**src/rtl/pwm_pkg.sv**
```systemverilog
package pwm_pkg;

    localparam int CH_COUNT  = 6;
    localparam int DIV_W     = 27;
    localparam int RES_W     = 4;
    localparam int VAL_W     = 16;
    localparam int DATA_W    = 32;
    localparam int CH_BASE   = 8;
    localparam int CH_STRIDE = 4;
    localparam int INV_LSB   = 16;
    localparam int RUN_BIT   = DATA_W - 1;
    localparam int BLINK_BIT = VAL_W;
    localparam int HEART_BIT = VAL_W + 1;
    localparam logic [RES_W-1:0] RES_TOP = RES_W'(VAL_W - 1);

    typedef struct packed {
        logic              run;
        logic [RES_W-1:0]  res;
        logic [DIV_W-1:0]  div;
    } glob_cfg_t;

    typedef struct packed {
        logic              blink_en;
        logic              heart_en;
        logic [VAL_W-1:0]  offset;
        logic [VAL_W-1:0]  duty_a;
        logic [VAL_W-1:0]  duty_b;
        logic [VAL_W-1:0]  hold_x;
        logic [VAL_W-1:0]  step_y;
    } chan_cfg_t;

    typedef enum logic [1:0] {
        MODE_STEADY = 2'd0,
        MODE_BLINK  = 2'd1,
        MODE_HEART  = 2'd2
    } mode_e;

    function automatic mode_e mode_of(input logic blink_en, input logic heart_en);
        if (!blink_en)     return MODE_STEADY;
        else if (heart_en) return MODE_HEART;
        else               return MODE_BLINK;
    endfunction

    function automatic logic [VAL_W:0] phase_step(input logic [RES_W-1:0] res);
        return (VAL_W+1)'(1) << (RES_TOP - res);
    endfunction

endpackage

```
**src/rtl/pwm_cfg_regs.sv**
```systemverilog
module pwm_cfg_regs
    import pwm_pkg::*;
#(
    parameter int NUM_CH = CH_COUNT,
    parameter int ADDR_W = 5
) (
    input  logic                        clk,
    input  logic                        rst,
    input  logic                        we,
    input  logic [ADDR_W-1:0]           addr,
    input  logic [DATA_W-1:0]           wdata,
    output glob_cfg_t                   gcfg,
    output logic [NUM_CH-1:0]           en_mask,
    output logic [NUM_CH-1:0]           inv_mask,
    output chan_cfg_t [NUM_CH-1:0]      ccfg
);

    localparam logic [DATA_W-1:0] MASK_USED =
        (DATA_W'((64'd1 << NUM_CH) - 1)) | (DATA_W'((64'd1 << NUM_CH) - 1) << INV_LSB);

    logic unused_wbits;
    assign unused_wbits = ^{wdata[DATA_W-1:HEART_BIT+1], wdata & ~MASK_USED};

    always_ff @(posedge clk) begin
        if (rst) begin
            gcfg     <= '0;
            en_mask  <= '0;
            inv_mask <= '0;
        end else if (we) begin
            if (addr == ADDR_W'(0)) begin
                gcfg.div <= wdata[DIV_W-1:0];
                gcfg.res <= wdata[DIV_W +: RES_W];
                gcfg.run <= wdata[RUN_BIT];
            end
            if (addr == ADDR_W'(1)) begin
                en_mask  <= wdata[NUM_CH-1:0];
                inv_mask <= wdata[INV_LSB +: NUM_CH];
            end
        end
    end

    for (genvar c = 0; c < NUM_CH; c++) begin : g_chan
        localparam int BASE = CH_BASE + CH_STRIDE * c;
        chan_cfg_t r;
        always_ff @(posedge clk) begin
            if (rst) begin
                r <= '0;
            end else if (we) begin
                if (addr == ADDR_W'(BASE)) begin
                    r.offset   <= wdata[VAL_W-1:0];
                    r.blink_en <= wdata[BLINK_BIT];
                    r.heart_en <= wdata[HEART_BIT];
                end
                if (addr == ADDR_W'(BASE + 1)) begin
                    r.duty_a <= wdata[VAL_W-1:0];
                    r.duty_b <= wdata[DATA_W-1:VAL_W];
                end
                if (addr == ADDR_W'(BASE + 2)) begin
                    r.hold_x <= wdata[VAL_W-1:0];
                    r.step_y <= wdata[DATA_W-1:VAL_W];
                end
            end
        end
        assign ccfg[c] = r;
    end

endmodule

```
**src/rtl/pwm_timebase.sv**
```systemverilog
module pwm_timebase
    import pwm_pkg::*;
(
    input  logic              clk,
    input  logic              rst,
    input  glob_cfg_t         gcfg,
    output logic [VAL_W-1:0]  phase,
    output logic              cyc_start
);

    logic [DIV_W-1:0] div_cnt;
    logic [VAL_W:0]   step;
    logic [VAL_W:0]   sum;
    logic             tick;

    assign tick      = gcfg.run && (div_cnt >= gcfg.div);
    assign step      = phase_step(gcfg.res);
    assign sum       = {1'b0, phase} + step;
    assign cyc_start = tick && sum[VAL_W];

    always_ff @(posedge clk) begin
        if (rst || !gcfg.run) begin
            div_cnt <= '0;
            phase   <= '0;
        end else begin
            div_cnt <= tick ? '0 : div_cnt + 1'b1;
            if (tick) phase <= sum[VAL_W-1:0];
        end
    end

    AST_WRAP_TO_ZERO: assert property (@(posedge clk) disable iff (rst)
        cyc_start |=> (phase == '0));

    AST_STOP_CLEARS: assert property (@(posedge clk) disable iff (rst)
        !gcfg.run |=> (phase == '0));

endmodule

```
**src/rtl/pwm_channel.sv**
```systemverilog
module pwm_channel
    import pwm_pkg::*;
(
    input  logic              clk,
    input  logic              rst,
    input  chan_cfg_t         cfg_in,
    input  logic              run,
    input  logic              cyc_start,
    input  logic [VAL_W-1:0]  phase,
    input  logic              en,
    input  logic              inv,
    output logic              out
);

    chan_cfg_t         sh;
    mode_e             md, md_next;
    logic              load, reinit;
    logic [VAL_W-1:0]  lo, hi, cyc_cnt, cyc_lim, hb_duty, duty_now, rel;
    logic              use_b, hb_up;
    logic [VAL_W:0]    stride, up_sum, dn_diff;

    assign load    = cyc_start || !run;
    assign md      = mode_of(sh.blink_en, sh.heart_en);
    assign md_next = mode_of(cfg_in.blink_en, cfg_in.heart_en);
    assign reinit  = !run || (md == MODE_STEADY) ||
                     (load && ((md_next != md) ||
                               (cfg_in.duty_a != sh.duty_a) ||
                               (cfg_in.duty_b != sh.duty_b)));

    assign lo      = (sh.duty_a < sh.duty_b) ? sh.duty_a : sh.duty_b;
    assign hi      = (sh.duty_a < sh.duty_b) ? sh.duty_b : sh.duty_a;
    assign stride  = {1'b0, sh.step_y} + (VAL_W+1)'(1);
    assign up_sum  = {1'b0, hb_duty} + stride;
    assign dn_diff = {1'b0, hb_duty} - stride;
    assign cyc_lim = (md == MODE_BLINK && use_b) ? sh.step_y : sh.hold_x;

    // working copy, refreshed only at a cycle boundary or while stopped
    always_ff @(posedge clk) begin
        if (rst)       sh <= '0;
        else if (load) sh <= cfg_in;
    end

    always_ff @(posedge clk) begin
        if (rst) begin
            cyc_cnt <= '0;
            use_b   <= 1'b0;
            hb_duty <= '0;
            hb_up   <= 1'b1;
        end else if (reinit) begin
            cyc_cnt <= '0;
            use_b   <= 1'b0;
            hb_duty <= cfg_in.duty_a;
            hb_up   <= (cfg_in.duty_b >= cfg_in.duty_a);
        end else if (cyc_start) begin
            if (cyc_cnt >= cyc_lim) begin
                cyc_cnt <= '0;
                if (md == MODE_BLINK) begin
                    use_b <= ~use_b;
                end else if (hb_up) begin
                    if (up_sum >= {1'b0, hi}) begin
                        hb_duty <= hi;
                        hb_up   <= 1'b0;
                    end else begin
                        hb_duty <= up_sum[VAL_W-1:0];
                    end
                end else begin
                    if (dn_diff[VAL_W] || (dn_diff[VAL_W-1:0] <= lo)) begin
                        hb_duty <= lo;
                        hb_up   <= 1'b1;
                    end else begin
                        hb_duty <= dn_diff[VAL_W-1:0];
                    end
                end
            end else begin
                cyc_cnt <= cyc_cnt + 1'b1;
            end
        end
    end

    always_comb begin
        case (md)
            MODE_BLINK: duty_now = use_b ? sh.duty_b : sh.duty_a;
            MODE_HEART: duty_now = hb_duty;
            default:    duty_now = sh.duty_a;
        endcase
    end

    assign rel = phase - sh.offset;

    always_ff @(posedge clk) begin
        if (rst) out <= 1'b0;
        else     out <= (en && (rel < duty_now)) ^ inv;
    end

    AST_HB_IN_RANGE: assert property (@(posedge clk) disable iff (rst)
        (md == MODE_HEART) |-> (hb_duty >= lo && hb_duty <= hi));

    AST_SHADOW_HOLD: assert property (@(posedge clk) disable iff (rst)
        (run && !cyc_start) |=> (sh == $past(sh)));

    AST_OFF_DRIVES_INV: assert property (@(posedge clk) disable iff (rst)
        !en |=> (out == $past(inv)));

endmodule

```
**src/rtl/pwm_gen.sv**
```systemverilog
module pwm_gen
    import pwm_pkg::*;
#(
    parameter  int NUM_CH = CH_COUNT,
    localparam int ADDR_W = $clog2(CH_BASE + CH_STRIDE * NUM_CH)
) (
    input  logic               clk,
    input  logic               rst,
    input  logic               cfg_we,
    input  logic [ADDR_W-1:0]  cfg_addr,
    input  logic [DATA_W-1:0]  cfg_wdata,
    output logic [NUM_CH-1:0]  pwm_out
);

    glob_cfg_t                gcfg;
    logic [NUM_CH-1:0]        en_mask;
    logic [NUM_CH-1:0]        inv_mask;
    chan_cfg_t [NUM_CH-1:0]   ccfg;
    logic [VAL_W-1:0]         phase;
    logic                     cyc_start;

    pwm_cfg_regs #(.NUM_CH(NUM_CH), .ADDR_W(ADDR_W)) u_regs (
        .clk      (clk),
        .rst      (rst),
        .we       (cfg_we),
        .addr     (cfg_addr),
        .wdata    (cfg_wdata),
        .gcfg     (gcfg),
        .en_mask  (en_mask),
        .inv_mask (inv_mask),
        .ccfg     (ccfg)
    );

    pwm_timebase u_tb (
        .clk       (clk),
        .rst       (rst),
        .gcfg      (gcfg),
        .phase     (phase),
        .cyc_start (cyc_start)
    );

    for (genvar c = 0; c < NUM_CH; c++) begin : g_ch
        pwm_channel u_ch (
            .clk       (clk),
            .rst       (rst),
            .cfg_in    (ccfg[c]),
            .run       (gcfg.run),
            .cyc_start (cyc_start),
            .phase     (phase),
            .en        (en_mask[c]),
            .inv       (inv_mask[c]),
            .out       (pwm_out[c])
        );
    end

endmodule

```
**config.mk**
```make
export PLATFORM = sky130hd
export DESIGN_NAME = pwm_gen
export DESIGN_NICKNAME = d
export VERILOG_FILES = /design/src/rtl/pwm_pkg.sv /design/src/rtl/pwm_cfg_regs.sv /design/src/rtl/pwm_timebase.sv /design/src/rtl/pwm_channel.sv /design/src/rtl/pwm_gen.sv
export SDC_FILE = /design/constraint.sdc
export NUM_CORES = 2
export LEC_CHECK = 0
export BUFFER_PORTS_ARGS = -buffer_cell sky130_fd_sc_hd__buf_4
export CAP_MARGIN = 20
export CORE_ASPECT_RATIO = 0.75
export CORE_MARGIN = 5
export CORE_UTILIZATION = 47
export CTS_BUF_LIST = sky130_fd_sc_hd__clkbuf_8
export CTS_CLUSTER_DIAMETER = 100
export DETAILED_ROUTE_END_ITERATION = 6
export PLACE_DENSITY = 0.64
export SLEW_MARGIN = 25
export SYNTH_ARGS = -nofsm -noshare
export SYNTH_HDL_FRONTEND = slang
export SYNTH_SLANG_ARGS = --single-unit
```
**constraint.sdc**
```tcl
create_clock -name clk -period 16.9 [get_ports clk]
set_input_delay 0.845 -clock clk [delete_from_list [all_inputs] [get_ports clk]]
set_output_delay 0.845 -clock clk [all_outputs]
set_load 0.05 [all_outputs]
```
==> impl_metrics.py <==
metrics = {
    "place": {
        "hpwl_um": 204200,
        "portBuffers": 45,
        "place.gp.congestion": 0.9541,
        "place_area_um2": 87010,
    },
    "global_routing": {
        "globalRouteOverflowTotal": 0,
        "antenna_found_initial": 16,
        "grt_first_pass_wirelength_um": 443000,
        "first_global_vias": 72688,
        "grt_use_total_pct": 29.73,
        "grt_max_degree": 202,
    },
    "critical_path": {
        "critPathKind": "reg -> reg",
        "cp.arrival_ns": 7.54,
        "path_max_fanout": 12,
        "worstSetupEndpointType": "flip-flop",
        "cp-start-kind": "flip-flop",
        "required_ns": 17.73,
    },
    "die": {
        "initial_core_util_pct": 47.18,
        "die_y_um": 378.4,
        "ios": 46,
        "row_count": 135,
        "core_um2": 180200,
        "die_x_um": 501.2,
        "dieArea_um2": 189600,
    },
    "sta": {
        "worst_slew_pin_slew_ns": 1.169,
        "max-slew-margin-rel_pct": 21.08,
        "hold_slack_ns": 0.3601,
        "finalSetupViolCount": 0,
        "setup_tns_ns": 0,
        "min_period_ns": 6.713,
        "hold_violations": 0,
        "fin_skew_ns": 0.05878,
        "maxSlewViolCount": 0,
        "max_freq_mhz": 149.0,
        "post-route-period-util_pct": 39.72,
        "grt_setup_unrepaired": "no",
    },
    "synth": {
        "synth_cell_types": 87,
        "synth_top_family_by_area": "compound AO/OA/AOI/OAI gates",
        "synth-simple-area-share_pct": 19.60,
        "synth_fa_ha_area_share_pct": 14.07,
        "syn_area_um2": 85030,
        "yosys_most_used_dff": "dfxtp_1",
        "async_flop_share_pct": 0,
        "muxShareOfSynthArea_pct": 3.562,
        "synth_nets": 12134,
        "yosysWarningCount": 0,
        "synth_xor_area_share_pct": 6.829,
        "synth-edff-count": 0,
        "syn_inst": 11149,
        "ys_ff_latch": 1281,
        "yosysSeqAreaShare_pct": 30.16,
        "synth_compound_area_share_pct": 20.09,
        "syn_avg_cell_area_um2": 7.627,
    },
    "drt": {
        "wirelength_um": 293700,
        "viasPerCell": 5.865,
        "drt_iter0_drc": 9133,
        "ant_nets": 0,
        "vias": 78927,
        "drt_first_pass_iters": 7,
        "route.detailed.drc": 0,
        "wl_per_cell_um": 21.82,
    },
    "status": {
        "status": "finished clean",
    },
    "cells_and_area": {
        "design_area_um2": 91700,
        "drive_gt1_share_pct": 5.338,
        "fillCellCount": 17281,
        "syn2layout_area_growth_pct": 7.835,
        "finalNetCount": 11872,
        "post-route-util_pct": 50.88,
    },
    "clock_tree": {
        "post-cts-setup-buffers": 0,
        "cts_made_buffers": 205,
        "clk_latency_ns": 0.95,
        "cts_resized": 0,
        "root_buffer": "clkbuf_8",
        "path_clk_slew_ns": 0.07,
        "cts_hold_buffers": 0,
        "cts_tree": "yes",
        "cts.sinks": 1281,
        "htreeDepth": 4,
        "clock_path_buffers": 3,
    },
    "hold_path": {
        "hold_path.class": "in -> reg",
    },
    "power_and_ir_drop": {
        "cellPowerDensity_nw_per_um2": 72.18,
        "leakage_nw": 34.71,
        "vdd_drop_max_uv": 62.49,
    },
    "run": {
        "drv_cap": 0,
    },
}
-- critical path, cell delays in order (launching register included) --
cell and delay [ns]:
dfxtp_1 0.48, and3_1 0.24, and3_1 0.23, nand3_1 0.12, nor2_1 0.15, xnor2_1 0.19, ha_1 0.53, inv_1 0.15
a2111oi_0 0.55, o211ai_1 0.20, nand2_1 0.22, nor2_1 0.06, nor2_1 0.09, o21a_1 0.13, xnor2_1 0.08, ha_1 0.31
nand4_1 0.18, a2111oi_0 0.66, a21oi_1 0.07, o21ai_0 0.13, o41ai_2 0.10, nor2_1 0.83, mux2_2 0.42, nand2_1 0.06
o21ai_0 0.09, o41ai_1 0.32
-- per-stage QoR --
step	worst slack (ns)	power, mW	instances
detailed placement	10.15	3.650	13076
global route	9.808	6.828	13453
global placement	10.34	3.643	13075
CTS	10.29	6.632	13449
floorplan	11.34	3.471	11149
finish	10.19	6.619	13458
-- sequential cells by signal, indices dropped and copies added, names as in the netlist --
name / cells
g_ch.u_ch.sh: 492
u_regs.ccfg: 492
g_ch.u_ch.cyc_cnt: 96
g_ch.u_ch.hb_duty: 96
u_regs.gcfg: 32
u_tb.div_cnt: 27
u_tb.phase: 16
g_ch.u_ch.hb_up: 6
g_ch.u_ch.out: 6
g_ch.u_ch.use_b: 6
u_regs.en_mask: 6
u_regs.inv_mask: 6
-- final timing paths --
path,endpoint,cells past startpoint,slack [ns],startpoint
worst max register to register,g_ch[2].u_ch.hb_duty[14]$_SDFFE_PP0P_,25,10.19,g_ch[2].u_ch.sh[3]$_SDFFE_PP0P_
worst min register to register,g_ch[5].u_ch.sh[67]$_SDFFE_PP0P_,2,0.41,u_regs.ccfg[477]$_SDFFE_PP0P_
worst max-delay path,g_ch[2].u_ch.hb_duty[14]$_SDFFE_PP0P_,25,10.19,g_ch[2].u_ch.sh[3]$_SDFFE_PP0P_
worst min-delay path,u_regs.ccfg[72]$_SDFFE_PP0P_,4,0.36,cfg_addr[4]
-- synth_stat cells (all sizes together), types with 19 or more instances --
cell type,count,area share (%)
mux2,21,0.28
and2,21,0.15
nand2b,79,0.58
a21oi,1492,8.8
o41ai,19,0.20
inv,628,2.8
o21bai,58,0.51
and3,86,0.63
ha,926,14
nor2b,110,0.81
dfxtp,1281,30
mux2i,279,3.3
nand4,143,1.1
o21a,83,0.73
a22o,87,0.90
a2111oi,28,0.33
o31ai,56,0.51
nor3,121,0.71
o211ai,36,0.32
nand2,2371,10
a21o,156,1.4
clkbuf,537,2.4
xor2,232,2.4
nor2,606,2.7
a31oi,53,0.40
a22oi,101,0.89
xnor2,431,4.4
buf,90,0.54
a211oi,85,0.75
nor4,37,0.30
o21ai,324,1.9
or3,59,0.43
nand3,178,1.0
and4,22,0.23
o22ai,30,0.22
fa,19,0.45
o31a,36,0.37
-- cells by family (layout without fill, tap and decap cells) --
family / after synthesis / count (layout)
other: 0 / 8
muxes: 300 / 300
AOI/OAI and AO/OA: 2815 / 2815
DFF: 1281 / 1281
xor gates and xnor gates: 663 / 663
and+or+nand+nor: 3890 / 3890
buffers and inverters: 1255 / 1159
adders and majority gates: 945 / 945
-- metal layers --
metal	track usage (%)	up-vias	share of wire (%)
met5	0	-	0
met4	7.871	0	2.4
met3	6.084	421	10
met2	43.42	3364	41
met1	44.14	37358	46
li1	-	37784	-
-- cell type report --
cell class / instances / area, µm² / area share [%]
multi-input cells: 8613 / 54800 / 59.76
flip-flops and latches: 1281 / 25650 / 27.97
clock buffers: 266 / 3661 / 3.993
well taps: 2397 / 2999 / 3.271
inverters: 628 / 2359 / 2.572
repair buffers: 158 / 1271 / 1.386
clock inverters: 107 / 942.2 / 1.027
diodes: 8 / 20.02 / 0.02183
-- cell usage in the layout (no fill, tap or decap), types with 143 or more instances in the layout --
cell type	count
dfxtp_1	1280
nor2_1	595
clkbuf_8	266
a21oi_1	1489
buf_4	149
a21o_1	155
nand4_1	143
nand2_1	2368
o21ai_0	300
mux2i_1	278
xnor2_1	429
nand3_1	177
xor2_1	232
ha_1	926
inv_1	680
-- where the power goes --
group / total (mW) / switching (mW) / internal, mW / leakage (nW)
clock network: 3.02 / 1.36 / 1.66 / 2.55
registers: 3.06 / 0.0233 / 3.04 / 10.3
logic: 0.544 / 0.375 / 0.169 / 21.8
total: 6.62 / 1.76 / 4.86 / 34.7
No activity file was read; power rests on OpenSTA's default activity.
